[src/rtl/cop_follower.sv]
module cop_follower #(
  parameter logic [3:0] CP_NUM = 4'd5,
  parameter int WORDS = 3,
  parameter int BUSY  = 2,
  localparam int CNT_W = $clog2(WORDS + 1),
  localparam int BSY_W = (BUSY > 0) ? $clog2(BUSY + 1) : 1
) (
  input  logic             clk,
  input  logic             rst_n,
  input  logic             fetch_n,
  input  logic             run,
  input  logic [31:0]      instr,
  input  logic             pass,
  input  logic             cancel,
  input  logic [1:0]       peer_dec,
  input  logic [1:0]       peer_exe,
  output logic [1:0]       hs_dec,
  output logic [1:0]       hs_exe,
  output logic [1:0]       bus_dec,
  output logic [1:0]       bus_exe,
  output logic [CNT_W-1:0] words_done,
  output logic             done
);
  localparam logic [1:0] C_WAIT = 2'b00, C_GO = 2'b01, C_ABS = 2'b10, C_LAST = 2'b11;

  logic [31:0]      f_op, d_op;
  logic             active, done_r;
  logic [BSY_W-1:0] bsy;
  logic [CNT_W-1:0] rem, cnt;
  logic [1:0]       age;

  function automatic logic hit(input logic [31:0] op);
    return (op[27:25] == 3'b110) && (op[11:8] == CP_NUM);
  endfunction

  wire       adv       = ~fetch_n & run;
  wire [1:0] first_ans = (BUSY > 0) ? C_WAIT : ((WORDS == 1) ? C_LAST : C_GO);
  wire [1:0] ans       = (bsy != '0) ? C_WAIT : ((rem == CNT_W'(1)) ? C_LAST : C_GO);
  wire       window    = active & (age == 2'd1);
  wire       drop      = active & run & (~pass | (cancel & window));
  wire       xfer      = active & run & ~drop & (bsy == '0);
  wire       fin       = xfer & (rem == CNT_W'(1));
  wire       enter     = adv & hit(d_op) & ~active;

  always_ff @(posedge clk) begin
    if (!rst_n) begin
      f_op   <= '0;
      d_op   <= '0;
      active <= 1'b0;
      done_r <= 1'b0;
      bsy    <= '0;
      rem    <= '0;
      cnt    <= '0;
      age    <= '0;
    end else begin
      if (adv) begin
        f_op <= instr;
        d_op <= f_op;
      end
      done_r <= fin;
      if (enter) begin
        active <= 1'b1;
        bsy    <= BSY_W'(BUSY);
        rem    <= CNT_W'(WORDS);
        cnt    <= '0;
        age    <= '0;
      end else if (drop | fin) begin
        active <= 1'b0;
        if (fin) cnt <= cnt + 1'b1;
      end else if (active & run) begin
        if (bsy != '0) bsy <= bsy - 1'b1;
        else begin
          rem <= rem - 1'b1;
          cnt <= cnt + 1'b1;
        end
        if (age != 2'd2) age <= age + 1'b1;
      end
    end
  end

  assign hs_dec     = hit(d_op) ? first_ans : C_ABS;
  assign hs_exe     = active ? ans : C_ABS;
  assign bus_dec    = {hs_dec[1] & peer_dec[1], hs_dec[0] | peer_dec[0]};
  assign bus_exe    = {hs_exe[1] & peer_exe[1], hs_exe[0] | peer_exe[0]};
  assign words_done = cnt;
  assign done       = done_r;
endmodule


[config.mk]
export PLATFORM = sky130hd
export DESIGN_NAME = cop_follower
export DESIGN_NICKNAME = d
export VERILOG_FILES = /design/src/rtl/cop_follower.sv
export SDC_FILE = /design/constraint.sdc
export NUM_CORES = 1
export LEC_CHECK = 0
export ABC_AREA = 1
export BUFFER_PORTS_ARGS = -buffer_cell sky130_fd_sc_hd__buf_2
export CELL_PAD_IN_SITES_DETAIL_PLACEMENT = 2
export CELL_PAD_IN_SITES_GLOBAL_PLACEMENT = 2
export CORE_MARGIN = 2
export CORE_UTILIZATION = 22
export CTS_BUF_LIST = sky130_fd_sc_hd__clkbuf_8
export CTS_CLUSTER_DIAMETER = 80
export DETAILED_ROUTE_END_ITERATION = 10
export PLACE_DENSITY = 0.77
export SLEW_MARGIN = 30
export SYNTH_ARGS = -nofsm -noshare
export SYNTH_HDL_FRONTEND = slang
export SYNTH_SLANG_ARGS = --single-unit
[constraint.sdc]
create_clock -name clk -period 1.2 [get_ports clk]
set_input_delay 0 -clock clk [delete_from_list [all_inputs] [get_ports clk]]
set_output_delay 0 -clock clk [all_outputs]
set_load 0.05 [all_outputs]
# Yosys cells after proc, flatten, opt, wreduce, memory -nomap -nowiden

Cells that the tools add are included.

Register bits after elaboration: 66
Output and inout bits: 11
Word-level logic and storage cells: 75

Add/subtract/negate cells: 4
Eq/ne operators: 9
Muxes and demuxes: 18
Bitwise gates (word level): 22
Reductions and logical operators: 13

Operator list:

| operator            | count |
|---|---|
| $mux 2              | 16 |
| $reduce_and 3->1    | 5 |
| $and 1x1->1         | 12 |
| $reduce_bool 2->1   | 5 |
| $ne 2x2->1 const B  | 4 |
| $not 1->1           | 6 |
| $add 2x1->2 const B | 2 |
| $eq 2x1->1 const B  | 2 |
| $eq 4x3->1 const B  | 1 |
| $or 1x1->1          | 4 |
| $sub 2x1->2 const B | 2 |
| $eq 3x3->1 const B  | 1 |
| $logic_not 2->1     | 1 |
| $mux 1              | 2 |
| $ne 2x1->1 const B  | 1 |
| $reduce_or 2->1     | 1 |
| $logic_and 1x1->1   | 1 |

# Depth between registers and ports, before layout

Gate-level depths: netlist of run 1.

Word-level depth: 12
Gate-level depth with buffers: 10
Depth with buffers taken out: 10

# Least setup slack after synthesis of run 1

OpenSTA, ideal clock, no wires.

Path type: register to output
Start point: register rem[0]
End point: output bus_exe[1]
Arrival time: 1.725 ns
Data required time: 1.200 ns
Slack: -0.525 ns
Cell stages (with the launch flop): 4
Buffers on the path: 0
Cell sequence: dfxtp_1 ha_1 nand2_1 a21boi_0

Word-level cells in the longest chain between the ends: 5

Ends and longest elaborated chain:

| what                   | RTL line | RTL |
|---|---|---|
| start, declared        | 29       | `logic [CNT_W-1:0] rem, cnt;` |
| start signal, assigned | 64       | `rem <= CNT_W'(WORDS);` |
| start signal, assigned | 73       | `rem <= rem - 1'b1;` |
| $eq 2x1->1             | 38       | `wire [1:0] ans = (bsy != '0) ? C_WAIT : ((rem == CNT_W'(1)) ? C_LAST : C_GO);` |
| $mux 2 (2 in series)   | 38       |  |
| $mux 2                 | 82       | `assign hs_exe = active ? ans : C_ABS;` |
| $and 1x1->1            | 84       | `assign bus_exe = {hs_exe[1] & peer_exe[1], hs_exe[0] \| peer_exe[0]};` |
| end, declared          | 20       | `output logic [1:0] bus_exe,` |

No other way between the ends.

# Worst setup path after layout of run 1

Start point: register bsy[1]
End point: output bus_exe[0]

Word-level cells in the longest chain between the ends: 4

Ends and longest elaborated chain:

| what                   | RTL line | RTL |
|---|---|---|
| start, declared        | 28       | `logic [BSY_W-1:0] bsy;` |
| start signal, assigned | 63       | `bsy <= BSY_W'(BUSY);` |
| start signal, assigned | 71       | `if (bsy != '0) bsy <= bsy - 1'b1;` |
| $reduce_bool 2->1      | 38       |  |
| $mux 2                 | 38       |  |
| $mux 2                 | 82       |  |
| $or 1x1->1             | 84       |  |

No other way between the ends.

==> flow_summary.json, run 1 <==
{
  "status": "complete, but fails checks",
  "violations": "setup timing",
  "cts_buffers": 3,
  "grt_usage": 0.127,
  "synth.net_count": 196,
  "worstSetupEndpointType": "output pin",
  "start_util": 0.231,
  "wire_per_inst_um": 12.7,
  "core_area_um2": 4750,
  "cp_common_cell": "nor2_4",
  "rows": 25,
  "worst_slew_pin_slew_ns": 0.499,
  "drt-pass1-iter-count": 3,
  "die_area_um2": 5570,
  "crit_start": "bsy[1]$_SDFFE_PN0P_",
  "arrival_ns": 1.26,
  "p_per_area_nw_per_um2": 969,
  "die_h_um": 74.7,
  "r2r-end": "words_done[0]$_SDFFE_PP0P_",
  "max_stage_delay_ns": 0.36,
  "grt_pass1_wl_um": 5430,
  "drive_gt1_frac": 0.493,
  "relSlewSlack": 0.667,
  "htreeDepth": 1,
  "multi_input_area_um2": 659,
  "setup_viol": 7,
  "final_common_cell": "nor2_1",
  "r2r_slack_ns": -0.05,
  "r2r-start": "age[1]$_SDFFE_PP0P_",
  "min_delay_path_depth": 0,
  "crit_chain": "nor2_4 > inv_2 > nor2_4 > or2_4 > buf_8",
  "hold_viol": 0,
  "drt_iter0_drc": 5,
  "timing.final.ws_setup_ns": -0.0620,
  "vias": 1169,
  "n_antenna_cell": 0,
  "final_util": 0.380,
  "path_buf_inv": 2,
  "cp_max_fo": 3,
  "gp_congestion": 0.723,
  "start_kind": "register",
  "wl_um": 3430,
  "p_leak_nw": 0.853,
  "design_area_um2": 1810,
  "ir_drop_mv": 0.564,
  "crit_path_end": "bus_exe[0]",
  "antenna_found_initial": 0,
  "dpl-instance-area_um2": 1380,
  "syn_area_um2": 1100,
  "slew_violations": 0,
  "ant_nets": 0,
  "nFillCells": 558,
  "cpMaxStageDelayCell": "dfxtp_4",
  "grt-ovfl-total": 0,
  "rsz0062_at_grt": "yes",
  "clkLatencyLatePin_ns": 0.27,
  "ios": 53,
  "die_x_um": 74.7,
  "fin_skew_ns": 0.00419,
  "clock-sinks": 24,
  "maxCapViolCount": 0,
  "place_ws_ns": -0.139,
  "r2r_cells": 8,
  "synth_cell_types": 23,
  "post-route-period-util": 1.05,
  "syn2layout_area_growth_pct": 64.4,
  "hpwl_um": 2170,
  "seqCellArea_um2": 497,
  "viasPerCell": 4.33,
  "layout_common_cells": "28 x nor2_1, 20 x buf_4, 18 x buf_2",
  "drc_errors": 0,
  "grt_max_degree": 19,
  "path_class": "reg2out",
  "layout_min_cycle_time_ns": 1.26,
  "netlist_instances": 151,
  "hold_path.class": "in2out",
  "root_buffer": "clkbuf_8",
  "grt_pass1_vias": 1258,
  "io_buffers": 24,
  "required_ns": 1.20,
  "synth.avg_cell_area_um2": 7.28,
  "crit_family": "simple AND/OR/NAND/NOR gates",
  "seq_area_frac_synth": 0.437,
  "ys_warn_count": 0,
  "clock.fmax_ghz": 0.792,
  "ys_seq_elements": 24,
  "path_clk_slew_ns": 0.08,
  "nNetsFinal": 249,
  "crit_cells": 5,
  "tritoncts": "built",
  "clockBufferDepth": 2
}
state kept, by name (all words and copies together) (netlist names):
register    count
active          1
age             2
bsy             2
d_op            7
done            1
f_op            7
rem             2
words_done      2
metrics by stage:
step	cells	hold slack, ns	setup TNS [ns]	power [mW]
global route	270	0.000352	-1.24	1.83
finish	270	0.000445	-0.283	1.75
CTS	266	0.000370	-0.445	1.77
global placement	249	0.000370	-0.0700	1.00
detailed placement	249	0.000370	-0.475	1.01
floorplan	151	0.135	-0.141	0.959
synthesized netlist by cell type (all sizes together):
library cell   n  area share
a21boi         2       0.014
dfxtp         24        0.44
xnor2          1      0.0080
inv           19       0.065
nor4           1      0.0057
buf            3       0.018
o21ai         15       0.068
clkinv         1      0.0046
or2            1      0.0057
clkbuf         2      0.0068
nor2          37        0.15
nand4          3       0.017
nand2         26        0.11
nand3          6       0.027
a21oi          6       0.027
conb           1      0.0034
ha             3       0.034
worst min-delay path by stage:
| stage | to | slack (ns) | start |
|---|---|---|---|
| after floorplan | f_op[10]$_SDFFE_PN0P_ | 0.13 | instr[10] |
| after CTS | bus_dec[0] | 0.0004 | peer_dec[0] |
| after global placement | bus_dec[0] | 0.0004 | peer_dec[0] |
| after global routing | bus_dec[0] | 0.0004 | peer_dec[0] |
| final | bus_dec[0] | 0.0004 | peer_dec[0] |
| after detailed placement | bus_dec[0] | 0.0004 | peer_dec[0] |
cells by family after synthesis:
family                     count (synthesis)  synth area share
buffers and inverters                     25            0.0945
DFF                                       24             0.437
xor gates and xnor gates                   1           0.00797
adders and majority gates                  3            0.0342
other                                      1           0.00341
AOI/OAI and AO/OA                         23             0.109
and+or+nand+nor                           74             0.313
what timing repair did:
| item | 4_1_cts | 5_1_grt |
|---|---|---|
| hold endpoints to repair | 7 | 0 |
| buffers inserted | 6 | 5 |
| gates resized for setup | 37 | 35 |
| hold buffers | 7 | 0 |
| setup endpoints to repair | 14 | 15 |
| cloned | 0 | 0 |
| pin swaps | 7 | 11 |
area by class of cell:
type,instances,share of cell area
inverter,20,0.0437
multi-input combinational,102,0.365
tap,67,0.0464
clock buffer,3,0.0229
clock inverter,1,0.0166
sequential,24,0.275
timing repair buffer,53,0.230
layer usage:
layer | part of all wire | GRT usage | wire length, µm | vias to the layer above
met5 | 0 | 0 | 0 | -
met1 | 0.38 | 0.134 | 1310 | 569
met4 | 0.020 | 0.0476 | 67 | 0
met2 | 0.57 | 0.240 | 1940 | 24
met3 | 0.033 | 0.0348 | 113 | 6
li1 | - | - | - | 570
where the power goes:
part / switching, mW / total [mW] / internal, mW
combinational: 0.113 / 0.194 / 0.0817
sequential: 0.0138 / 0.836 / 0.822
clock: 0.273 / 0.720 / 0.447
total: 0.400 / 1.75 / 1.35
(Power assumes the default switching activity.)
==> run 2: changes to the inputs <==
--- a/config.mk
+++ b/config.mk
@@ -9,11 +9,11 @@
 export BUFFER_PORTS_ARGS = -buffer_cell sky130_fd_sc_hd__buf_2
 export CELL_PAD_IN_SITES_DETAIL_PLACEMENT = 2
 export CELL_PAD_IN_SITES_GLOBAL_PLACEMENT = 2
-export CORE_MARGIN = 2
 export CORE_UTILIZATION = 22
 export CTS_BUF_LIST = sky130_fd_sc_hd__clkbuf_8
 export CTS_CLUSTER_DIAMETER = 80
 export DETAILED_ROUTE_END_ITERATION = 10
+export GPL_ROUTABILITY_DRIVEN = 0
 export PLACE_DENSITY = 0.77
 export SLEW_MARGIN = 30
 export SYNTH_ARGS = -nofsm -noshare
==> flow_summary.json, run 2 (synthesis gave the netlist of run 1 again) <==
{
  "clock.fmax_ghz": 0.788,
  "r2r-start": "age[1]$_SDFFE_PP0P_",
  "root_buffer": "clkbuf_8",
  "htreeDepth": 1,
  "viasPerCell": 4.21,
  "layout_min_cycle_time_ns": 1.27,
  "timing.final.ws_setup_ns": -0.0686,
  "p_int_mw": 1.37,
  "grt_max_degree": 17,
  "switching_share": 0.229,
  "max_stage_delay_ns": 0.34,
  "final_common_cell": "nor2_1",
  "grt-ovfl-total": 0,
  "antenna_found_initial": 0,
  "die_h_um": 72.7,
  "p_leak_nw": 0.793,
  "status": "complete, but fails checks",
  "cpMaxStageDelayCell": "dfxtp_2",
  "sequentialPowerShare": 0.475,
  "rows": 25,
  "core_area_um2": 4750,
  "wire_per_inst_um": 12.0,
  "setup_viol": 7,
  "drc_errors": 0,
  "hold_path.class": "in2out",
  "syn2layout_area_growth_pct": 58.3,
  "cp_max_fo": 3,
  "min_delay_path_depth": 0,
  "layout_common_cells": "30 x nor2_1, 18 x buf_2, 18 x buf_4",
  "vias": 1133,
  "die_area_um2": 5280,
  "clockBufferDepth": 2,
  "clock_power_share": 0.409,
  "drive_gt1_frac": 0.446,
  "grt_pass1_vias": 1268,
  "hpwl_um": 2170,
  "drt-pass1-iter-count": 4,
  "hold_viol": 0,
  "grt_pass1_wl_um": 5400,
  "final_util": 0.366,
  "path_clk_slew_ns": 0.09,
  "clock-sinks": 24,
  "r2r_cells": 9,
  "cts_buffers": 3,
  "arrival_ns": 1.47,
  "r2r-end": "bsy[1]$_SDFFE_PN0P_",
  "nNetsFinal": 248,
  "ios": 53,
  "wl_um": 3240,
  "start_kind": "register",
  "clkLatencyLatePin_ns": 0.27,
  "maxCapViolCount": 0,
  "die_x_um": 72.7,
  "p_sw_uw": 407,
  "io_buffers": 24,
  "r2r_slack_ns": -0.07,
  "violations": "setup timing",
  "path_class": "reg2reg",
  "required_ns": 1.40,
  "top_regs": "d_op x7, f_op x7",
  "worstSetupEndpointType": "register",
  "combPwrFrac": 0.116,
  "crit_chain": "inv_2 > ha_4 > nand3_4 > nand2_4 > inv_4 > buf_6 > nand4_1 > nand2_1 > a21oi_1",
  "crit_path_end": "bsy[1]$_SDFFE_PN0P_",
  "place_ws_ns": -0.114,
  "crit_start": "age[1]$_SDFFE_PP0P_",
  "fin_skew_ns": 0.00236,
  "slew_violations": 0,
  "ir_drop_mv": 0.474,
  "start_util": 0.231,
  "p_per_area_nw_per_um2": 1020,
  "grt_usage": 0.136,
  "post-route-period-util": 1.06,
  "tritoncts": "built",
  "drt_iter0_drc": 10,
  "n_antenna_cell": 0,
  "rsz0062_at_grt": "yes",
  "ant_nets": 0
}
-- run 2: cell types whose count changed in the layout (fill, tap and decap cells not counted), moves of 2 or more --
cell	change
buf_6	+3
nor2_2	-2
nand2_1	+5
nand2_4	-4
buf_8	-3
buf_4	-2
nor2_1	+2
dfxtp_4	-2
dfxtp_2	+3
-- run 2: power by group through the flow --
| stage | clock [mW] | combinational [mW] | sequential, mW |
|---|---|---|---|
| 3_3_place_gp | 0 | 0.151 | 0.855 |
| 2_1_floorplan | 0 | 0.105 | 0.854 |
| 3_5_place_dp | 0 | 0.155 | 0.857 |
| 4_1_cts | 0.755 | 0.196 | 0.840 |
| 6_report | 0.725 | 0.205 | 0.843 |
| 5_1_grt | 0.790 | 0.227 | 0.846 |
-- run 2: critical path, delay by kind of cell, from the launching register on --
kind | cells | cell delay, ns
AO/OA/AOI/OAI | 1 | 0.13
adder cells (fa/ha/maj) | 1 | 0.13
buffers and inverters | 3 | 0.22
flip-flops | 1 | 0.34
AND/OR/NAND/NOR | 4 | 0.37
-- run 2: layer usage --
metal / global-route usage / routed length [µm]
met5: 0 / 0
met4: 0.0523 / 47
met3: 0.0345 / 99
met2: 0.267 / 1780
met1: 0.134 / 1310
-- run 2: area by class of cell --
| type | count | area, µm² |
|---|---|---|
| Fill cell | 564 | 3020 |
| Multi-Input combinational cell | 102 | 613 |
| Sequential cell | 24 | 493 |
| Timing Repair Buffer | 52 | 399 |
| Tap cell | 67 | 83.8 |
| Inverter | 20 | 78.8 |
| Clock buffer | 3 | 41.3 |
| Clock inverter | 1 | 30.0 |
-- run 2: worst min-delay path by stage --
| stage | from | endpoint | slack [ns] |
|---|---|---|---|
| after floorplan | instr[10] | f_op[10]$_SDFFE_PN0P_ | 0.13 |
| after global placement | peer_dec[0] | bus_dec[0] | 0.0003 |
| after detailed placement | peer_dec[0] | bus_dec[0] | 0.0003 |
| after CTS | peer_dec[0] | bus_dec[0] | 0.0003 |
| after global routing | peer_dec[0] | bus_dec[0] | 0.0003 |
| final | peer_dec[0] | bus_dec[0] | 0.0001 |
-- run 2: repair_timing --
| item | CTS | global route |
|---|---|---|
| endpoints found under the setup margin | 15 | 14 |
| hold buffers | 8 | 0 |
| gates resized for setup | 41 | 14 |
| pin swaps | 12 | 8 |
| hold endpoints to repair | 8 | 0 |
| setup buffers | 4 | 4 |
-- run 2: stage by stage --
step	TNS (ns)	hold WS, ns	cell area (µm²)	instances	power, mW
6_report	-0.209	0.000109	1740	269	1.77
5_1_grt	-1.02	0.000344	1740	269	1.86
4_1_cts	-0.282	0.000341	1660	265	1.79
3_5_place_dp	-0.412	0.000341	1390	250	1.01
3_3_place_gp	-0.0679	0.000341	1390	250	1.01
2_1_floorplan	-0.141	0.135	1110	151	0.959
==> run 3: changes to the inputs <==
--- a/config.mk
+++ b/config.mk
@@ -15,6 +15,7 @@
 export DETAILED_ROUTE_END_ITERATION = 10
 export GPL_ROUTABILITY_DRIVEN = 0
 export PLACE_DENSITY = 0.77
+export REMOVE_ABC_BUFFERS = 1
 export SLEW_MARGIN = 30
 export SYNTH_ARGS = -nofsm -noshare
 export SYNTH_HDL_FRONTEND = slang
==> flow_summary.json, run 3 (synthesis gave the netlist of run 1 again) <==
{
  "ios": 53,
  "cp_max_fo": 3,
  "layout_min_cycle_time_ns": 1.28,
  "post-route-period-util": 1.07,
  "status": "complete, but fails checks",
  "die_h_um": 72.7,
  "place_ws_ns": -0.154,
  "syn2layout_area_growth_pct": 56.8,
  "clock-sinks": 24,
  "nNetsFinal": 246,
  "clock.fmax_ghz": 0.782,
  "path_class": "reg2out",
  "die_area_um2": 5280,
  "antenna_found_initial": 0,
  "grt_pass1_vias": 1244,
  "ir_drop_mv": 0.366,
  "die_x_um": 72.7,
  "grt_usage": 0.141,
  "rows": 25,
  "timing.final.ws_setup_ns": -0.0790,
  "p_per_area_nw_per_um2": 1020,
  "crit_chain": "nor2_4 > inv_2 > nor2_2 > or2_2 > buf_8",
  "drt_iter0_drc": 8,
  "path_buf_inv": 2,
  "final_common_cell": "nor2_1",
  "rsz0062_at_grt": "yes",
  "start_kind": "register",
  "top_regs": "d_op x7, f_op x7",
  "fin_setup_tns_ns": -0.324,
  "htreeDepth": 1,
  "path_clk_slew_ns": 0.09,
  "cts_buffers": 3,
  "wire_per_inst_um": 13.1,
  "viasPerCell": 4.28,
  "final_util": 0.362,
  "vias": 1142,
  "whs_ns": 0.000453,
  "root_buffer": "clkbuf_8",
  "grt_pass1_wl_um": 5530,
  "crit_family": "simple AND/OR/NAND/NOR gates",
  "tritoncts": "built",
  "io_buffers": 24,
  "wl_um": 3500,
  "setup_viol": 9,
  "clockBufferDepth": 2,
  "p_leak_nw": 0.776,
  "hold_viol": 0,
  "violations": "setup timing",
  "drt-pass1-iter-count": 2,
  "place_inst": 248,
  "core_area_um2": 4750,
  "cpMaxStageDelayCell": "dfxtp_2",
  "worstSetupEndpointType": "output pin",
  "n_antenna_cell": 0,
  "arrival_ns": 1.28,
  "max_stage_delay_ns": 0.35,
  "clkLatencyLatePin_ns": 0.27,
  "drive_gt1_frac": 0.455,
  "fin_skew_ns": 0.00205,
  "drc_errors": 0,
  "maxCapViolCount": 0,
  "start_util": 0.231,
  "grt_max_degree": 17,
  "hold_path.class": "in2out",
  "layout_common_cells": "30 x nor2_1, 20 x buf_4, 18 x buf_2",
  "hpwl_um": 2300,
  "required_ns": 1.20,
  "layout.cells.non_filler": 267,
  "slew_violations": 0,
  "grt-ovfl-total": 0,
  "ant_nets": 0,
  "nFillCells": 559
}
-- run 3: cell count changes in the layout (fill, tap and decap cells not counted), sizes merged --
cell | before | now
dlygate4sd3 | 8 | 7
buf | 44 | 43
-- run 3: worst paths after layout --
kind                                       startpoint                    endpoint  slack [ns]  cells past startpoint
worst max-delay path              bsy[0]$_SDFFE_PP0P_                  bus_exe[0]       -0.08                      5
worst min-delay path                      peer_dec[0]                  bus_dec[0]      0.0005                      0
worst max register to register    age[1]$_SDFFE_PP0P_  words_done[0]$_SDFFE_PP0P_       -0.04                      8
worst min register to register  d_op[25]$_SDFFE_PN0P_       d_op[25]$_SDFFE_PN0P_        0.45                      2
-- run 3: metal layers --
layer	up-vias	part of all wire	track usage
met5	-	0	0
met4	0	0.011	0.0458
met3	5	0.033	0.0331
met2	21	0.59	0.286
met1	549	0.37	0.138
li1	567	-	-
-- run 3: per-stage QoR --
| stage | area [µm²] | total power [mW] |
|---|---|---|
| after floorplan | 1070 | 0.941 |
| after global placement | 1360 | 1.01 |
| after detailed placement | 1360 | 1.01 |
| after CTS | 1670 | 1.78 |
| after global routing | 1720 | 1.84 |
| final | 1720 | 1.76 |
-- run 3: layout make-up --
class                      instances  area [µm²]  share of cell area
clock buffer                       3        41.3              0.0240
inverter                          20        78.8              0.0458
sequential                        24         499               0.290
timing repair buffer              50         370               0.215
clock inverter                     1        30.0              0.0174
tap                               67        83.8              0.0487
multi-input combinational        102         619               0.359
-- run 3: repair_timing --
item | in CTS | in global routing
buffers inserted | 7 | 2
resized for setup | 51 | 10
setup endpoints to repair | 16 | 16
hold endpoints to repair | 7 | 0
hold buffers | 7 | 0
pin swaps | 10 | 5
-- run 3: worst reg2reg max path: cells and delay by family (launching register included) --
family | cells | cell delay [ns]
and+or+nand+nor | 4 | 0.35
adders and majority gates | 1 | 0.15
buffers and inverters | 2 | 0.18
DFF | 1 | 0.35
xor gates and xnor gates | 1 | 0.10
-- run 3: report_power, final --
| group | switching, mW | internal (mW) | leakage [nW] | total (mW) |
|---|---|---|---|---|
| logic | 0.113 | 0.0818 | 0.539 | 0.195 |
| clock network | 0.286 | 0.447 | 0.0357 | 0.733 |
| registers | 0.0140 | 0.823 | 0.202 | 0.837 |
| total | 0.413 | 1.35 | 0.776 | 1.76 |
